File: src/rtl/prot_core_pkg.sv
package prot_core_pkg;

  typedef enum logic [3:0] {
    ST_FETCH, ST_F1, ST_F2, ST_F3, ST_F4,
    ST_DEC, ST_RD, ST_LAT, ST_EXE, ST_HALT
  } core_state_t;

  localparam logic [5:0] OP_ADD  = 6'd1;
  localparam logic [5:0] OP_SUB  = 6'd2;
  localparam logic [5:0] OP_MUL  = 6'd3;
  localparam logic [5:0] OP_DIV  = 6'd4;
  localparam logic [5:0] OP_DEC  = 6'd5;
  localparam logic [5:0] OP_BNZ  = 6'd6;
  localparam logic [5:0] OP_JMP  = 6'd7;
  localparam logic [5:0] OP_TRAP = 6'd8;
  localparam logic [5:0] OP_RTE  = 6'd9;

  function automatic logic op_legal(input logic [5:0] opc);
    return (opc >= OP_ADD) && (opc <= OP_RTE);
  endfunction

  function automatic logic op_writes(input logic [5:0] opc);
    return (opc >= OP_ADD) && (opc <= OP_DEC);
  endfunction

  function automatic logic op_two_src(input logic [5:0] opc);
    return (opc >= OP_ADD) && (opc <= OP_DIV);
  endfunction

  function automatic logic op_reads(input logic [5:0] opc);
    return (opc >= OP_ADD) && (opc <= OP_BNZ);
  endfunction

  function automatic logic [7:0] calc(input logic [5:0] opc,
                                      input logic [7:0] x,
                                      input logic [7:0] y);
    logic [7:0] r;
    case (opc)
      OP_ADD:  r = x + y;
      OP_SUB:  r = x - y;
      OP_MUL:  r = x * y;
      OP_DIV:  r = (y == 8'd0) ? 8'd0 : x / y;
      OP_DEC:  r = x - 8'd1;
      default: r = 8'd0;
    endcase
    return r;
  endfunction

endpackage

File: src/rtl/prot_core_alu.sv
module prot_core_alu
  import prot_core_pkg::*;
(
  input  logic [5:0] opc_i,
  input  logic [7:0] x_i,
  input  logic [7:0] y_i,
  output logic [7:0] res_o,
  output logic       nz_o
);
  assign res_o = calc(opc_i, x_i, y_i);
  assign nz_o  = (x_i != 8'd0);
endmodule

File: src/rtl/prot_core_guard.sv
module prot_core_guard #(
  parameter int AW    = 8,
  parameter int LIMIT = 100
) (
  input  logic          user_i,
  input  logic [AW-1:0] addr_i,
  output logic          viol_o
);
  localparam logic [AW-1:0] LIM_V = AW'(LIMIT);
  assign viol_o = user_i && (addr_i < LIM_V);
endmodule

File: src/rtl/prot_core.sv
module prot_core
  import prot_core_pkg::*;
#(
  parameter int AW        = 8,
  parameter int LIMIT     = 100,
  parameter int MODE_CELL = 97,
  parameter int VEC_MEM   = 60,
  parameter int VEC_MODE  = 64,
  parameter int VEC_TRAP  = 68,
  parameter int VEC_IRQ   = 72
) (
  input  logic          clk,
  input  logic          rst_n,
  output logic [AW-1:0] mem_addr,
  output logic          mem_we,
  output logic [7:0]    mem_wdata,
  input  logic [7:0]    mem_rdata,
  input  logic          irq_in,
  output logic          irq_ack,
  output logic          exc_pulse,
  output logic [AW-1:0] exc_vec,
  output logic [AW-1:0] saved_pc,
  output logic          mode_user,
  output logic          halted
);
  localparam int NCHK = 3;
  localparam logic [AW-1:0] V_MEM  = AW'(VEC_MEM);
  localparam logic [AW-1:0] V_MODE = AW'(VEC_MODE);
  localparam logic [AW-1:0] V_TRAP = AW'(VEC_TRAP);
  localparam logic [AW-1:0] V_IRQ  = AW'(VEC_IRQ);
  localparam logic [AW-1:0] MCELL  = AW'(MODE_CELL);
  localparam logic [AW-1:0] LIM_V  = AW'(LIMIT);
  localparam logic [AW-1:0] STEP   = AW'(4);

  core_state_t   state;
  logic [AW-1:0] pc, epc, a_r, b_r, d_r, cur_addr;
  logic [7:0]    opb, v1, v2;
  logic          mode, k_r, ind_done;
  logic [5:0]    opc;
  logic [7:0]    alu_r;
  logic          alu_nz, cur_ind;

  logic                     take_exc, take_irq, rte_fire, chk_issue;
  logic [AW-1:0]            take_vec, take_epc;
  logic [NCHK-1:0][AW-1:0]  chk_addr;
  logic [NCHK-1:0]          viol;

  assign opc     = opb[5:0];
  assign cur_ind = k_r ? opb[6] : opb[7];

  // Protection checks: [0] fetch address, [1] operand address, [2] destination
  assign chk_addr[0] = pc;
  assign chk_addr[1] = cur_addr;
  assign chk_addr[2] = d_r;
  for (genvar g = 0; g < NCHK; g++) begin : g_guard
    prot_core_guard #(.AW(AW), .LIMIT(LIMIT)) u_guard (
      .user_i(mode), .addr_i(chk_addr[g]), .viol_o(viol[g])
    );
  end

  prot_core_alu u_alu (
    .opc_i(opc), .x_i(v1), .y_i(v2), .res_o(alu_r), .nz_o(alu_nz)
  );

  // Bus address per state
  always_comb begin
    case (state)
      ST_F1:   mem_addr = pc + AW'(1);
      ST_F2:   mem_addr = pc + AW'(2);
      ST_F3:   mem_addr = pc + AW'(3);
      ST_RD:   mem_addr = cur_addr;
      ST_EXE:  mem_addr = d_r;
      default: mem_addr = pc;
    endcase
  end

  assign mem_we    = (state == ST_EXE) && op_writes(opc) && !viol[2];
  assign mem_wdata = alu_r;
  assign chk_issue = ((state == ST_FETCH) && !irq_in && !viol[0]) ||
                     ((state == ST_RD) && !viol[1]);
  assign rte_fire  = (state == ST_DEC) && (opc == OP_RTE);

  // Event selection: interrupt outranks the fetch check
  always_comb begin
    take_exc = 1'b0;
    take_irq = 1'b0;
    take_vec = '0;
    take_epc = pc;
    case (state)
      ST_FETCH: begin
        if (irq_in) begin
          take_exc = 1'b1; take_irq = 1'b1; take_vec = V_IRQ;
        end else if (viol[0]) begin
          take_exc = 1'b1; take_vec = V_MEM;
        end
      end
      ST_DEC: begin
        if (opc == OP_TRAP) begin
          take_exc = 1'b1; take_vec = V_TRAP; take_epc = pc + STEP;
        end else if (op_writes(opc) && mode && (d_r == MCELL)) begin
          take_exc = 1'b1; take_vec = V_MODE;
        end
      end
      ST_RD: begin
        if (viol[1]) begin
          take_exc = 1'b1; take_vec = V_MEM;
        end
      end
      ST_EXE: begin
        if (op_writes(opc) && viol[2]) begin
          take_exc = 1'b1; take_vec = V_MEM;
        end
      end
      default: ;
    endcase
  end

  always_ff @(posedge clk) begin
    if (!rst_n) begin
      state     <= ST_FETCH;
      pc        <= '0;
      epc       <= '0;
      mode      <= 1'b0;
      opb       <= '0;
      a_r       <= '0;
      b_r       <= '0;
      d_r       <= '0;
      cur_addr  <= '0;
      v1        <= '0;
      v2        <= '0;
      k_r       <= 1'b0;
      ind_done  <= 1'b0;
      exc_pulse <= 1'b0;
      exc_vec   <= '0;
      irq_ack   <= 1'b0;
    end else begin
      exc_pulse <= 1'b0;
      irq_ack   <= 1'b0;
      if (take_exc) begin
        epc       <= take_epc;
        pc        <= take_vec;
        mode      <= 1'b0;
        exc_pulse <= 1'b1;
        exc_vec   <= take_vec;
        irq_ack   <= take_irq;
        state     <= ST_FETCH;
      end else begin
        case (state)
          ST_FETCH: state <= ST_F1;
          ST_F1: begin opb <= mem_rdata; state <= ST_F2; end
          ST_F2: begin a_r <= mem_rdata; state <= ST_F3; end
          ST_F3: begin b_r <= mem_rdata; state <= ST_F4; end
          ST_F4: begin d_r <= mem_rdata; state <= ST_DEC; end
          ST_DEC: begin
            if (!op_legal(opc)) begin
              state <= ST_HALT;
            end else if (opc == OP_JMP) begin
              pc <= d_r; state <= ST_FETCH;
            end else if (opc == OP_RTE) begin
              pc <= epc; epc <= pc; mode <= 1'b1; state <= ST_FETCH;
            end else if (op_reads(opc)) begin
              k_r <= 1'b0; ind_done <= 1'b0; cur_addr <= a_r; state <= ST_RD;
            end
          end
          ST_RD: state <= ST_LAT;
          ST_LAT: begin
            if (cur_ind && !ind_done) begin
              cur_addr <= mem_rdata; ind_done <= 1'b1; state <= ST_RD;
            end else begin
              if (!k_r) v1 <= mem_rdata;
              else      v2 <= mem_rdata;
              if (!k_r && op_two_src(opc)) begin
                k_r <= 1'b1; ind_done <= 1'b0; cur_addr <= b_r; state <= ST_RD;
              end else begin
                state <= ST_EXE;
              end
            end
          end
          ST_EXE: begin
            if (opc == OP_BNZ) begin
              pc <= alu_nz ? d_r : pc + STEP;
            end else begin
              pc <= pc + STEP;
              if (d_r == MCELL) mode <= alu_r[0];
            end
            state <= ST_FETCH;
          end
          default: state <= ST_HALT;
        endcase
      end
    end
  end

  assign saved_pc  = epc;
  assign mode_user = mode;
  assign halted    = (state == ST_HALT);

  AST_USER_LOW_READ: assert property (@(posedge clk) disable iff (!rst_n)
    (mode_user && chk_issue) |-> (mem_addr >= LIM_V));
  AST_USER_LOW_WRITE: assert property (@(posedge clk) disable iff (!rst_n)
    (mode_user && mem_we) |-> (mem_addr >= LIM_V));
  AST_MODE_CELL_GUARD: assert property (@(posedge clk) disable iff (!rst_n)
    (mode_user && mem_we) |-> (mem_addr != MCELL));
  AST_IRQ_ENTRY: assert property (@(posedge clk) disable iff (!rst_n)
    irq_ack |-> (exc_pulse && exc_vec == V_IRQ));
  AST_RTE_SWAP: assert property (@(posedge clk) disable iff (!rst_n)
    rte_fire |=> (mode_user && pc == $past(epc) && saved_pc == $past(pc)));
  AST_HALT_HOLD: assert property (@(posedge clk) disable iff (!rst_n)
    halted |=> (halted && !mem_we && !exc_pulse));
  AST_ENTRY_STATE: assert property (@(posedge clk) disable iff (!rst_n)
    exc_pulse |-> (!mode_user && pc == exc_vec));
endmodule

File: config.mk
export PLATFORM = sky130hd
export DESIGN_NAME = prot_core
export DESIGN_NICKNAME = d
export VERILOG_FILES = /design/src/rtl/prot_core_pkg.sv /design/src/rtl/prot_core_alu.sv /design/src/rtl/prot_core_guard.sv /design/src/rtl/prot_core.sv
export SDC_FILE = /design/constraint.sdc
export NUM_CORES = 1
export LEC_CHECK = 0
export BUFFER_PORTS_ARGS = -buffer_cell sky130_fd_sc_hd__buf_2
export CAP_MARGIN = 20
export CORE_MARGIN = 5
export CORE_UTILIZATION = 25
export CTS_BUF_LIST = sky130_fd_sc_hd__clkbuf_4 sky130_fd_sc_hd__clkbuf_8 sky130_fd_sc_hd__clkbuf_16
export DETAILED_ROUTE_END_ITERATION = 7
export HOLD_SLACK_MARGIN = 0.03
export PLACE_DENSITY = 0.42
export SLEW_MARGIN = 20
export SYNTH_ARGS = -nofsm -noshare
export SYNTH_HDL_FRONTEND = slang
export SYNTH_HIERARCHICAL = 1
export SYNTH_SLANG_ARGS = --single-unit
File: constraint.sdc
create_clock -name clk -period 22.6 [get_ports clk]
set_clock_uncertainty 0.2 [all_clocks]
set_input_delay 3.39 -clock clk [delete_from_list [all_inputs] [get_ports clk]]
set_output_delay 3.39 -clock clk [all_outputs]
set_load 0.02 [all_outputs]
# After elaboration in Yosys (flattened, before gate mapping)
# Cells that the tools add are included.
dict set report totals {
  ram_bits 0
  out_inout_bits 37
  rom_bits 0
  inputBits 11
  latchBits 0
  wordCells 173
  reg_bits 89
  n_memories 0
}
dict set report classes {
  n_shift 0
  order_cmp 8
  n_addsub 7
  reduce_logical 39
  bitwise 4
  n_div 1
  muxes 64
  mul 1
  eq_ne 33
}
# cell n
set ops {}
lappend ops {{2-to-1 mux 8 bit} 20}
lappend ops {{case mux 8 bit (5 select lines)} 2}
lappend ops {{case mux 4 bit (9 select lines)} 1}
lappend ops {{case mux 8 bit (2 select lines)} 2}
lappend ops {{case mux 7 bit (4 select lines)} 1}
lappend ops {{equality test 6 x 3 -> 1 bit (second input constant)} 4}
lappend ops {{< comparator 8 x 7 -> 1 bit (second input constant)} 3}
lappend ops {{2-to-1 mux 4 bit} 6}
lappend ops {{2-to-1 mux 1 bit} 22}
lappend ops {{2-to-1 mux 7 bit} 3}
lappend ops {{less-or-equal comparator 6 x 3 -> 1 bit (second input constant)} 3}
lappend ops {{2-to-1 mux 6 bit} 3}
lappend ops {{adder 8 x 2 -> 8 bit (second input constant)} 2}
lappend ops {{equality test 4 x 3 -> 1 bit (second input constant)} 4}
lappend ops {{logical AND 1 bit} 14}
lappend ops {{equality test 6 x 2 -> 1 bit (second input constant)} 2}
lappend ops {{equality test 6 x 4 -> 1 bit (second input constant)} 2}
lappend ops {{inequality test 2 bit (second input constant)} 6}
lappend ops {{AND reduction 4 bit} 3}
lappend ops {{nonzero test 2 bit} 5}
lappend ops {{adder 8 x 1 -> 8 bit (second input constant)} 1}
lappend ops {{adder 8 x 3 -> 8 bit (second input constant)} 1}
lappend ops {{adder 8 bit} 1}
lappend ops {{divider 8 x 8 -> 8 bit} 1}
lappend ops {{other kinds (29)} 45}

# Depth between registers and ports, before layout
# Gate-level depths: netlist of the first run.
dict set report logic_depth {
  word_depth 9
  depth_mapped 55
  depth_no_buf 53
}

# By module
# Netlist of the first run, hierarchy kept.
# mod area_each_um2 n_inst seq_area_each_um2 cells_per_inst
set modules_own_cells {}
lappend modules_own_cells {prot_core 4434.3 1 1701.6 556}
lappend modules_own_cells {prot_core_alu 3026.7 1 0.0 399}
lappend modules_own_cells {prot_core_guard 22.5 3 0.0 2}

# Least setup slack after synthesis of the first run
# No wires, ideal clock.
dict set report synth_path {
  path_type {register to output}
  start {register v2[7]}
  end {output port mem_wdata[0]}
  arrival_time_ps 9841
  path_slack_ps 9169
  stages_incl_launch_ff 47
  path_buffers 2
  required_time_ps 19010
  path_cell_list {dfxtp_1 clkbuf_1 nor4_1 nand2_1 nor2_1 a21oi_1 a21oi_1 ha_1 nor3_1 nor3b_1 a211oi_1 nor2_1 ha_1 o211ai_1 a211oi_4 mux2i_1 ha_1 o21a_1 (+11 left out) o22a_1 a21o_1 a31o_2 buf_6 mux2_2 ha_1 o21a_1 nor2_1 a21oi_1 a21oi_1 o22ai_1 mux2_2 ha_1 a21oi_1 nor2b_1 o21ai_0 a21o_1 a21oi_1}
}
dict set report synth_between {
  elab_chain_cells 3
  word_cells_on_any_way 4
  classes_between {div (1); mux (2); reduce/logical (1)}
}
# element line
set synth_rtl {}
lappend synth_rtl {{from (decl)} prot_core.sv:37} ;# logic [7:0] opb, v1, v2;
lappend synth_rtl {{from (signal assigned)} prot_core.sv:171} ;# else v2 <= mem_rdata;
lappend synth_rtl {{divider 8 x 8 -> 8 bit / logical NOT 8 bit (equally long branches)} prot_core_pkg.sv:42} ;# OP_DIV: r = (y == 8'd0) ? 8'd0 : x / y;
lappend synth_rtl {{2-to-1 mux 8 bit *} prot_core_pkg.sv:42}
lappend synth_rtl {{case mux 8 bit (5 select lines) *} prot_core_pkg.sv:38} ;# case (opc)
lappend synth_rtl {{to (decl)} prot_core.sv:16} ;# output logic [7:0] mem_wdata,
# Mark *: on every way between the ends. The rest lies on a longest branch, timed or not.

# Worst setup path after layout of the first run
dict set report layout_path {
  start {register v2[6]}
  end {output port mem_wdata[0]}
}
# The elaborated chain is that of the path after synthesis.

==> reports/metrics.yaml, run 1 <==
finish:
  syn2layout_area_growth_pct: 11.55
  final_util: 0.2826
  drive_gt1_frac: 0.1025
  n_fill_cell: 3254
  diodes: 0
  final_nets: 1074
logic_synthesis:
  synth_compound_area_frac: 0.2102
  synth_mux_area_frac: 0.06847
  yosysWarnings: 6
  yosys.area.top_type: "dfxtp_1"
  syn_avg_cell_area_um2: 7.834
  synth_edf_count: 0
  yosys.area_share.simple: 0.2365
  syn-cell-area_mm2: 0.007528
  yosysUniqueCellTypes: 88
  synth_fa_ha_area_frac: 0.1502
  syn_inst: 961
  synthFlopType: "dfxtp_1"
  yosysSeqAreaShare: 0.2260
  synthTopCellsByArea: "dfxtp_1, ha_1, nand2_1"
  synthArstFlopShare: 0
  ys_ff_latch: 85
  synth_top_family_by_area: "simple AND/OR/NAND/NOR gates"
  synthXorXnorAreaFrac: 0.05767
  synth_top_area_frac: 0.2260
timing:
  max_freq_mhz: 66.21
  final_max_slew_viol_count: 0
  fin_ws_ns: 7.497
  hold_slack_ns: 0.2547
  fin_crit_sh: 0.6683
  finalSetupViolCount: 0
  tns_ns: 0
  hold_viol: 0
  slew-limit-headroom: 0.3467
  min_period_ns: 15.10
  tightest_slew_ns: 0.9724
  rsz0062_at_grt: "false"
global_routing:
  grt_pass1_wl_um: 38020
  grt_usage: 0.1416
  antenna_found_initial: 0
  gr-total-overflow: 0
  grt_start_max_net_pins: 68
  grt_pass1_vias: 6648
clock_tree:
  clkSlewWorstSetupHoldPaths_ns: 0.06
  cts.htree.levels: 3
  cts_tree: "built"
  clkLatencyLatePin_ns: 0.35
  clockBufferDepth: 2
  root_buffer: "clkbuf_16"
  hold_buffers: 0
  cts_sinks: 85
  cts_buffers: 9
  cts_resized: 0
  post_cts_buffers: 0
worst_setup_path:
  slowest_delay_ns: 0.65
  r2r_end: "mode_user$_SDFFE_PP0P_"
  cp_slowest_cell: "o22ai_1"
  critical_path.most_common_cell: "ha_1"
  setup.worst_path.start: "v2[6]$_SDFFE_PN0P_"
  regToRegSetupSlack_ns: 11.00
  arrival_ns: 11.51
  path_delay_family: "compound AO/OA/AOI/OAI gates"
  criticalPathCategory: "flop to output pin"
  endpoint_kind: "output pin"
  cp-start-kind: "flop"
  path_buf_inv: 1
  r2r-start: "v2[6]$_SDFFE_PN0P_"
  rr_worst_depth: 47
  critPathRequiredTime_ns: 19.01
  path_max_fanout: 10
route:
  routed_via_density: 5.004
  vias: 6881
  drcViolationCount: 0
  ant_nets: 0
  drt_wl_total_um: 24190
  drt_iter0_markers: 360
  first_pass_iters: 5
  wl_per_cell_um: 17.59
die:
  initial_core_util: 0.2533
  coreArea_mm2: 0.02972
  rows: 63
  fp.dieH_um: 183.5
  pin_count: 48
  fp.dieW_um: 183.5
  die_area_mm2: 0.03369
flow_run:
  maxCapViolCount: 0
pwr:
  power_leakage_nw: 3.373
  power-per-cell-area_mw_per_mm2: 45.75
  power_mw: 0.3842
  irDropWorstVdd_mv: 0.03673
hold_path:
  worst_hold_path_type: "flop to flop"
  hold-path-endpoint: "b_r[0]$_SDFFE_PN0P_"
  hold_path_depth: 2
  hold_start: "b_r[0]$_SDFFE_PN0P_"
place:
  io_buffers: 44
  gp_routability_congestion: 0.8109
  pre_cts_slack_ns: 7.944
  dpl.hpwl_um: 17940
outcome:
  status: "finished clean"
## worst reg2reg max path: cells and delay by family (launching register included)
kind	cells	cell delay, ns
AO/OA/AOI/OAI	22	4.73
AND/OR/NAND/NOR	13	2.61
adder cells (fa/ha/maj)	7	1.99
multiplexers	5	1.61
flip-flops	1	0.37
## cell type report
type | instances | area (um^2) | share of cell area
sequential | 85 | 1702 | 0.2026
multi-input combinational | 788 | 5455 | 0.6496
clock buffer | 11 | 252.7 | 0.03010
timing repair buffer | 51 | 272.8 | 0.03248
clock inverter | 4 | 55.05 | 0.006555
tap | 390 | 488.0 | 0.05810
inverter | 46 | 172.7 | 0.02056
## logic make-up after synthesis
| logic type | count (synthesis) |
|---|---|
| compound gates | 239 |
| flops | 85 |
| mux | 49 |
| buf+inv | 90 |
| fa+ha+maj | 82 |
| simple gates | 367 |
| xor+xnor | 48 |
| other cells | 1 |
## where the power goes
part	switching, mW	internal [mW]
registers	0.00987	0.155
clock network	0.0655	0.0917
logic	0.0392	0.0226
## cells in the final DEF (no fill, tap or decap), drive strengths merged, types with 4 or more instances in the layout
cell / n
o22ai: 6
o311a: 5
nor4: 9
buf: 51
a222oi: 4
nand2b: 11
o211ai: 8
fa: 14
a22oi: 8
xor2: 12
and2: 14
a21o: 9
nand2: 142
nor2b: 9
clkinv: 4
a21oi: 81
ha: 68
a221oi: 5
a211oi: 6
nor3: 30
dfxtp: 85
nor2: 94
clkbuf: 11
a31oi: 13
inv: 44
o21a: 22
nand3: 18
nor3b: 6
or3: 6
a221o: 5
mux2: 11
xnor2: 35
o21ai: 40
or2: 5
mux2i: 38
## cells in the mapped netlist (all sizes together) (22+ instances only)
master and count:
dfxtp 85, ha 68, xnor2 35, a21oi 81
nor2 94, mux2i 38, o21a 22, o21ai 40
nor3 30, inv 43, clkbuf 30, nand2 142
## sequential cells by signal, indices dropped and copies added (netlist names), 4 cells and up
| register | count |
|---|---|
| state | 4 |
| d_r | 8 |
| b_r | 8 |
| a_r | 8 |
| opb | 8 |
| v2 | 8 |
| v1 | 8 |
| exc_vec | 4 |
| saved_pc | 8 |
| pc | 8 |
| cur_addr | 8 |
## worst max path at each step
stage	cells after the start	to	slack, ns
2_1_floorplan	46	mem_wdata[0]	9.17
3_3_place_gp	45	mem_wdata[0]	8.22
3_5_place_dp	43	mem_wdata[0]	7.94
4_1_cts	44	mem_wdata[0]	7.53
5_1_grt	45	mem_wdata[0]	6.57
6_report	45	mem_wdata[0]	7.50
## stage by stage
stage          std cells  cell area [um^2]
4_1_cts             1375              8398
3_3_place_gp        1360              8090
5_1_grt             1375              8398
3_5_place_dp        1360              8090
6_report            1375              8398
2_1_floorplan        963              7536
## routing by layer
| metal | vias to the layer above | part of all wire | global-route usage |
|---|---|---|---|
| li1 | 3457 | - | - |
| met1 | 3298 | 0.49 | 0.1983 |
| met2 | 103 | 0.47 | 0.2302 |
| met3 | 23 | 0.023 | 0.01741 |
| met4 | 0 | 0.016 | 0.03814 |
| met5 | - | 0 | 0 |
(Power assumes the default switching activity.)
==> inputs of run 2 (changes only) <==
clock period = 15.2 ns   (was 22.6 ns; I/O delays follow)
==> reports/metrics.yaml, run 2 (synthesis gave the netlist of run 1 again) <==
outcome:
  status: "finished clean"
worst_setup_path:
  endpoint_kind: "output pin"
  arrival_ns: 11.42  # -0.09 ns
  critPathRequiredTime_ns: 12.72  # -6.29 ns
  setup.worst_path.start: "v2[6]$_SDFFE_PN0P_"
  path_buf_inv: 1  # unchanged
  critical_path.most_common_cell: "ha_1"
  cp_slowest_cell: "o22ai_1"
  criticalPathCategory: "flop to output pin"
  r2r-start: "v2[6]$_SDFFE_PN0P_"
  cp-start-kind: "flop"
  path_delay_family: "compound AO/OA/AOI/OAI gates"
  path_max_fanout: 10  # unchanged
  slowest_delay_ns: 0.66  # about the same
die:
  pin_count: 48  # unchanged
  die_area_mm2: 0.03369  # unchanged
  fp.dieH_um: 183.5  # unchanged
  initial_core_util: 0.2533  # unchanged
  coreArea_mm2: 0.02972  # unchanged
  rows: 63  # unchanged
  fp.dieW_um: 183.5  # unchanged
route:
  drt_wl_total_um: 23960  # -0.97%
  wl_per_cell_um: 17.41  # -1.0%
  drt_iter0_markers: 272  # -24%
  first_pass_iters: 5  # unchanged
  routed_via_density: 4.947  # -1.1%
  ant_nets: 0  # unchanged
  vias: 6807  # -1.1%
  drcViolationCount: 0  # unchanged
global_routing:
  grt_pass1_wl_um: 38070  # +0.14%
  grt_usage: 0.1410  # -0.0006020
  grt_pass1_vias: 6603  # -0.68%
  gr-total-overflow: 0  # unchanged
  grt_start_max_net_pins: 68  # unchanged
  antenna_found_initial: 0  # unchanged
clock_tree:
  hold_buffers: 0  # unchanged
  root_buffer: "clkbuf_16"
  post_cts_buffers: 0  # unchanged
  cts_buffers: 9  # unchanged
  cts_resized: 0  # unchanged
  clkSlewWorstSetupHoldPaths_ns: 0.06  # about the same
  clkLatencyLatePin_ns: 0.35  # about the same
  cts_sinks: 85  # unchanged
  cts.htree.levels: 3  # unchanged
  cts_tree: "built"
  clockBufferDepth: 2  # unchanged
timing:
  min_period_ns: 13.90
  slew-limit-headroom: 0.3103  # -0.03648
  tightest_slew_ns: 1.027  # +0.05430 ns
  hold_slack_ns: 0.2559  # +0.001156 ns
  finalSetupViolCount: 0  # unchanged
  rsz0062_at_grt: "false"
  tns_ns: 0  # unchanged
  hold_viol: 0  # unchanged
  fin_crit_sh: 0.9142
  max_freq_mhz: 71.96
  final_max_slew_viol_count: 0  # unchanged
pwr:
  power-per-cell-area_mw_per_mm2: 67.76  # +48%
  irDropWorstVdd_mv: 0.04650  # +27%
  power_leakage_nw: 3.375  # about the same
hold_path:
  hold_start: "opb[7]$_SDFFE_PN0P_"
  worst_hold_path_type: "flop to flop"
place:
  gp_routability_congestion: 0.8108  # about the same
  io_buffers: 44  # unchanged
  dpl.hpwl_um: 17830  # -0.61%
finish:
  drive_gt1_frac: 0.1034  # +0.0009102
  final_cell_mix: "nand2_1, nor2_1, dfxtp_1, a21oi_1, ha_1"
  syn2layout_area_growth_pct: 11.57  # about the same
  final_common_cell: "nand2_1"
  final_nets: 1074  # unchanged
  diodes: 0  # unchanged
flow_run:
  maxCapViolCount: 0  # unchanged
## run 2: changes by cell type in the layout (fill, tap and decap cells not counted)
cell / previous run / this run
clkbuf_4: 0 / 2
clkbuf_8: 2 / 1
## run 2: worst min-delay path: cells and delay by family, from the launching register on
family,cells,cell delay (ns)
AO/OA/AOI/OAI,1,0.05
AND/OR/NAND/NOR,1,0.05
flip-flops,1,0.31
## run 2: layout make-up
cell class                 instances  area (um^2)
tap                              390        488.0
timing repair buffer              51        272.8
clock inverter                     4        55.05
fill                            3255        21320
sequential                        85         1702
inverter                          46        172.7
clock buffer                      12        254.0
multi-input combinational        788         5455
## run 2: worst paths after layout
| check | end | slack, ns | depth (start not counted) |
|---|---|---|---|
| max | mem_wdata[0] | 1.30 | 45 |
| min | opb[7]$_SDFFE_PN0P_ | 0.26 | 2 |
| max reg2reg | mode_user$_SDFFE_PP0P_ | 3.70 | 47 |
| min reg2reg | opb[7]$_SDFFE_PN0P_ | 0.26 | 2 |
## run 2: power by group
group          switching, mW  internal, mW  total [mW]
logic                 0.0583        0.0337      0.0920
registers             0.0144         0.231       0.245
clock network         0.0952         0.137       0.232
## run 2: layer usage
metal / vias to the layer above / wire (um) / global-route usage
li1: 3463 / - / -
met1: 3228 / 11740 / 0.1985
met2: 94 / 11350 / 0.2330
met3: 22 / 582 / 0.01682
met4: 0 / 292 / 0.02861
met5: - / 0 / 0
## run 2: stage by stage
step	cells	cell area [um^2]	setup WS [ns]	utilization	power [mW]
floorplan	963	7536	2.879	-	0.3140
global placement	1360	8090	1.932	0.2722	0.3430
detailed placement	1360	8090	1.665	0.2722	0.3423
CTS	1376	8399	1.255	0.2826	0.5762
global route	1376	8399	0.3913	0.2826	0.5958
finish	1376	8399	1.304	0.2826	0.5692
==> inputs of run 3 (changes only) <==
RECOVER_POWER = 100   (was default)
==> reports/metrics.yaml, run 3 (synthesis gave the netlist of run 1 again) <==
clock_tree:
  root_buffer: "clkbuf_16"
  cts_resized: 0  # unchanged
  clockBufferDepth: 2  # unchanged
  post_cts_buffers: 0  # unchanged
  clkSlewWorstSetupHoldPaths_ns: 0.06  # about the same
  cts_buffers: 9  # unchanged
  cts_sinks: 85  # unchanged
  cts.htree.levels: 3  # unchanged
  clkLatencyLatePin_ns: 0.35  # about the same
  hold_buffers: 0  # unchanged
  cts_tree: "built"
timing:
  max_freq_mhz: 71.25  # -0.98%
  hold_viol: 0  # unchanged
  finalSetupViolCount: 0  # unchanged
  fin_crit_sh: 0.9233  # +0.009091
  final_max_slew_viol_count: 68  # +68
  tns_ns: 0  # unchanged
  tightest_slew_ns: 3.213  # +2.186 ns
  slew-limit-headroom: -1.142  # -1.452
  min_period_ns: 14.03  # +0.1382 ns
  rsz0062_at_grt: "false"
die:
  initial_core_util: 0.2533  # unchanged
  coreArea_mm2: 0.02972  # unchanged
  die_area_mm2: 0.03369  # unchanged
  fp.dieW_um: 183.5  # unchanged
  pin_count: 48  # unchanged
  fp.dieH_um: 183.5  # unchanged
  rows: 63  # unchanged
worst_setup_path:
  crit_end: "mem_wdata[0]"
  cp_slowest_cell: "o22ai_1"
  cp-start-kind: "flop"
  critical_path.most_common_cell: "ha_1"
  path_max_fanout: 10  # unchanged
  endpoint_kind: "output pin"
  critPathRequiredTime_ns: 12.72  # about the same
  rr_worst_depth: 47  # unchanged
  r2r-start: "v2[6]$_SDFFE_PN0P_"
  slowest_delay_ns: 0.68  # +0.02 ns
  r2r_end: "mode_user$_SDFFE_PP0P_"
  arrival_ns: 11.55  # +0.13 ns
  regToRegSetupSlack_ns: 3.56  # -0.14 ns
  criticalPathCategory: "flop to output pin"
  setup.worst_path.start: "v2[6]$_SDFFE_PN0P_"
pwr:
  clkPwrFrac: 0.409  # +0.002
  p_comb_frac: 0.158  # -0.004
  seqPwrFrac: 0.433  # +0.002
  power_leakage_nw: 3.238  # -4.1%
  p_int_mw: 0.3991  # -0.51%
  p_switching_mw: 0.1683  # +0.18%
  power-per-cell-area_mw_per_mm2: 68.03  # +0.40%
  irDropWorstVdd_mv: 0.04636  # -0.31%
  swShare: 0.2966  # +0.001452
route:
  wl_per_cell_um: 17.45  # +0.21%
  ant_nets: 0  # unchanged
  routed_via_density: 4.940  # -0.13%
  drcViolationCount: 0  # unchanged
  drt_iter0_markers: 272  # unchanged
  vias: 6798  # -0.13%
  drt_wl_total_um: 24010  # +0.21%
  first_pass_iters: 5  # unchanged
place:
  io_buffers: 44  # unchanged
  gp_routability_congestion: 0.8108  # unchanged
  dpl.hpwl_um: 17830  # unchanged
global_routing:
  use_met2: 0.2330  # unchanged
  grt_pass1_vias: 6603  # unchanged
  use_met1: 0.1985  # unchanged
  gr-total-overflow: 0  # unchanged
  grt_start_max_net_pins: 68  # unchanged
  grt_pass1_wl_um: 38070  # unchanged
  grt.busiest_layer: "met2"
  grt_usage: 0.1410  # unchanged
  antenna_found_initial: 0  # unchanged
  grt_util_met3: 0.01682  # unchanged
finish:
  drive_gt1_frac: 0.06491  # -0.03854
  final_common_cell: "nand2_1"
  syn2layout_area_growth_pct: 10.79
  diodes: 0  # unchanged
  final_util: 0.2807  # -0.001979
  final_cell_mix: "nand2_1, nor2_1, dfxtp_1, a21oi_1, ha_1"
  final_nets: 1074  # unchanged
flow_run:
  maxCapViolCount: 1  # +1
outcome:
  status: "finished, violations left"
  violations: "max-capacitance violations, max-slew violations"
hold_path:
  worst_hold_path_type: "flop to flop"
## run 3: worst min-delay path by stage
stage	startpoint	to	slack [ns]	cells after the start
after global placement	b_r[1]$_SDFFE_PN0P_	b_r[1]$_SDFFE_PN0P_	0.24	2
final	opb[7]$_SDFFE_PN0P_	opb[7]$_SDFFE_PN0P_	0.26	2
after floorplan	v2[7]$_SDFFE_PN0P_	v2[7]$_SDFFE_PN0P_	0.24	2
after detailed placement	opb[7]$_SDFFE_PN0P_	opb[7]$_SDFFE_PN0P_	0.25	2
after CTS	opb[7]$_SDFFE_PN0P_	opb[7]$_SDFFE_PN0P_	0.26	2
after global routing	opb[6]$_SDFFE_PN0P_	opb[6]$_SDFFE_PN0P_	0.28	2
## run 3: power by group through the flow
stage / registers (mW) / logic, mW / clock network [mW]
floorplan: 0.245 / 0.0694 / 0
global placement: 0.250 / 0.0926 / 0
detailed placement: 0.250 / 0.0921 / 0
CTS: 0.245 / 0.0926 / 0.239
global route: 0.247 / 0.0996 / 0.247
finish: 0.245 / 0.0897 / 0.232
## run 3: through the flow
stage	worst slack [ns]	power (mW)	area [um^2]	cells	hold slack, ns
final	1.166	0.5674	8341	1376	0.2574
after global routing	0.2700	0.5936	8341	1376	0.2783
after CTS	1.255	0.5762	8399	1376	0.2591
after detailed placement	1.665	0.3423	8090	1360	0.2503
after global placement	1.932	0.3430	8090	1360	0.2441
after floorplan	2.879	0.3140	7536	963	0.2351
## run 3: worst max-delay path, delay by kind of cell (launching register included)
kind            cells  cell delay [ns]
compound gates     21             4.61
mux                 5             1.67
buf+inv             1             0.21
flops               1             0.36
fa+ha+maj           7             1.98
simple gates       11             2.37
## run 3: final cells by class
class | count | area [um^2]
repair buffers | 51 | 229.0
well taps | 390 | 488.0
clock inverters | 4 | 55.05
inverters | 46 | 172.7
multi-input cells | 788 | 5440
clock buffers | 12 | 254.0
fillers | 3273 | 21380
flip-flops and latches | 85 | 1702
## run 3: per-layer routing
layer / share of wire / up-vias
met5: 0 / -
met4: 0.011 / 0
met3: 0.023 / 19
met2: 0.47 / 93
met1: 0.49 / 3224
li1: - / 3462
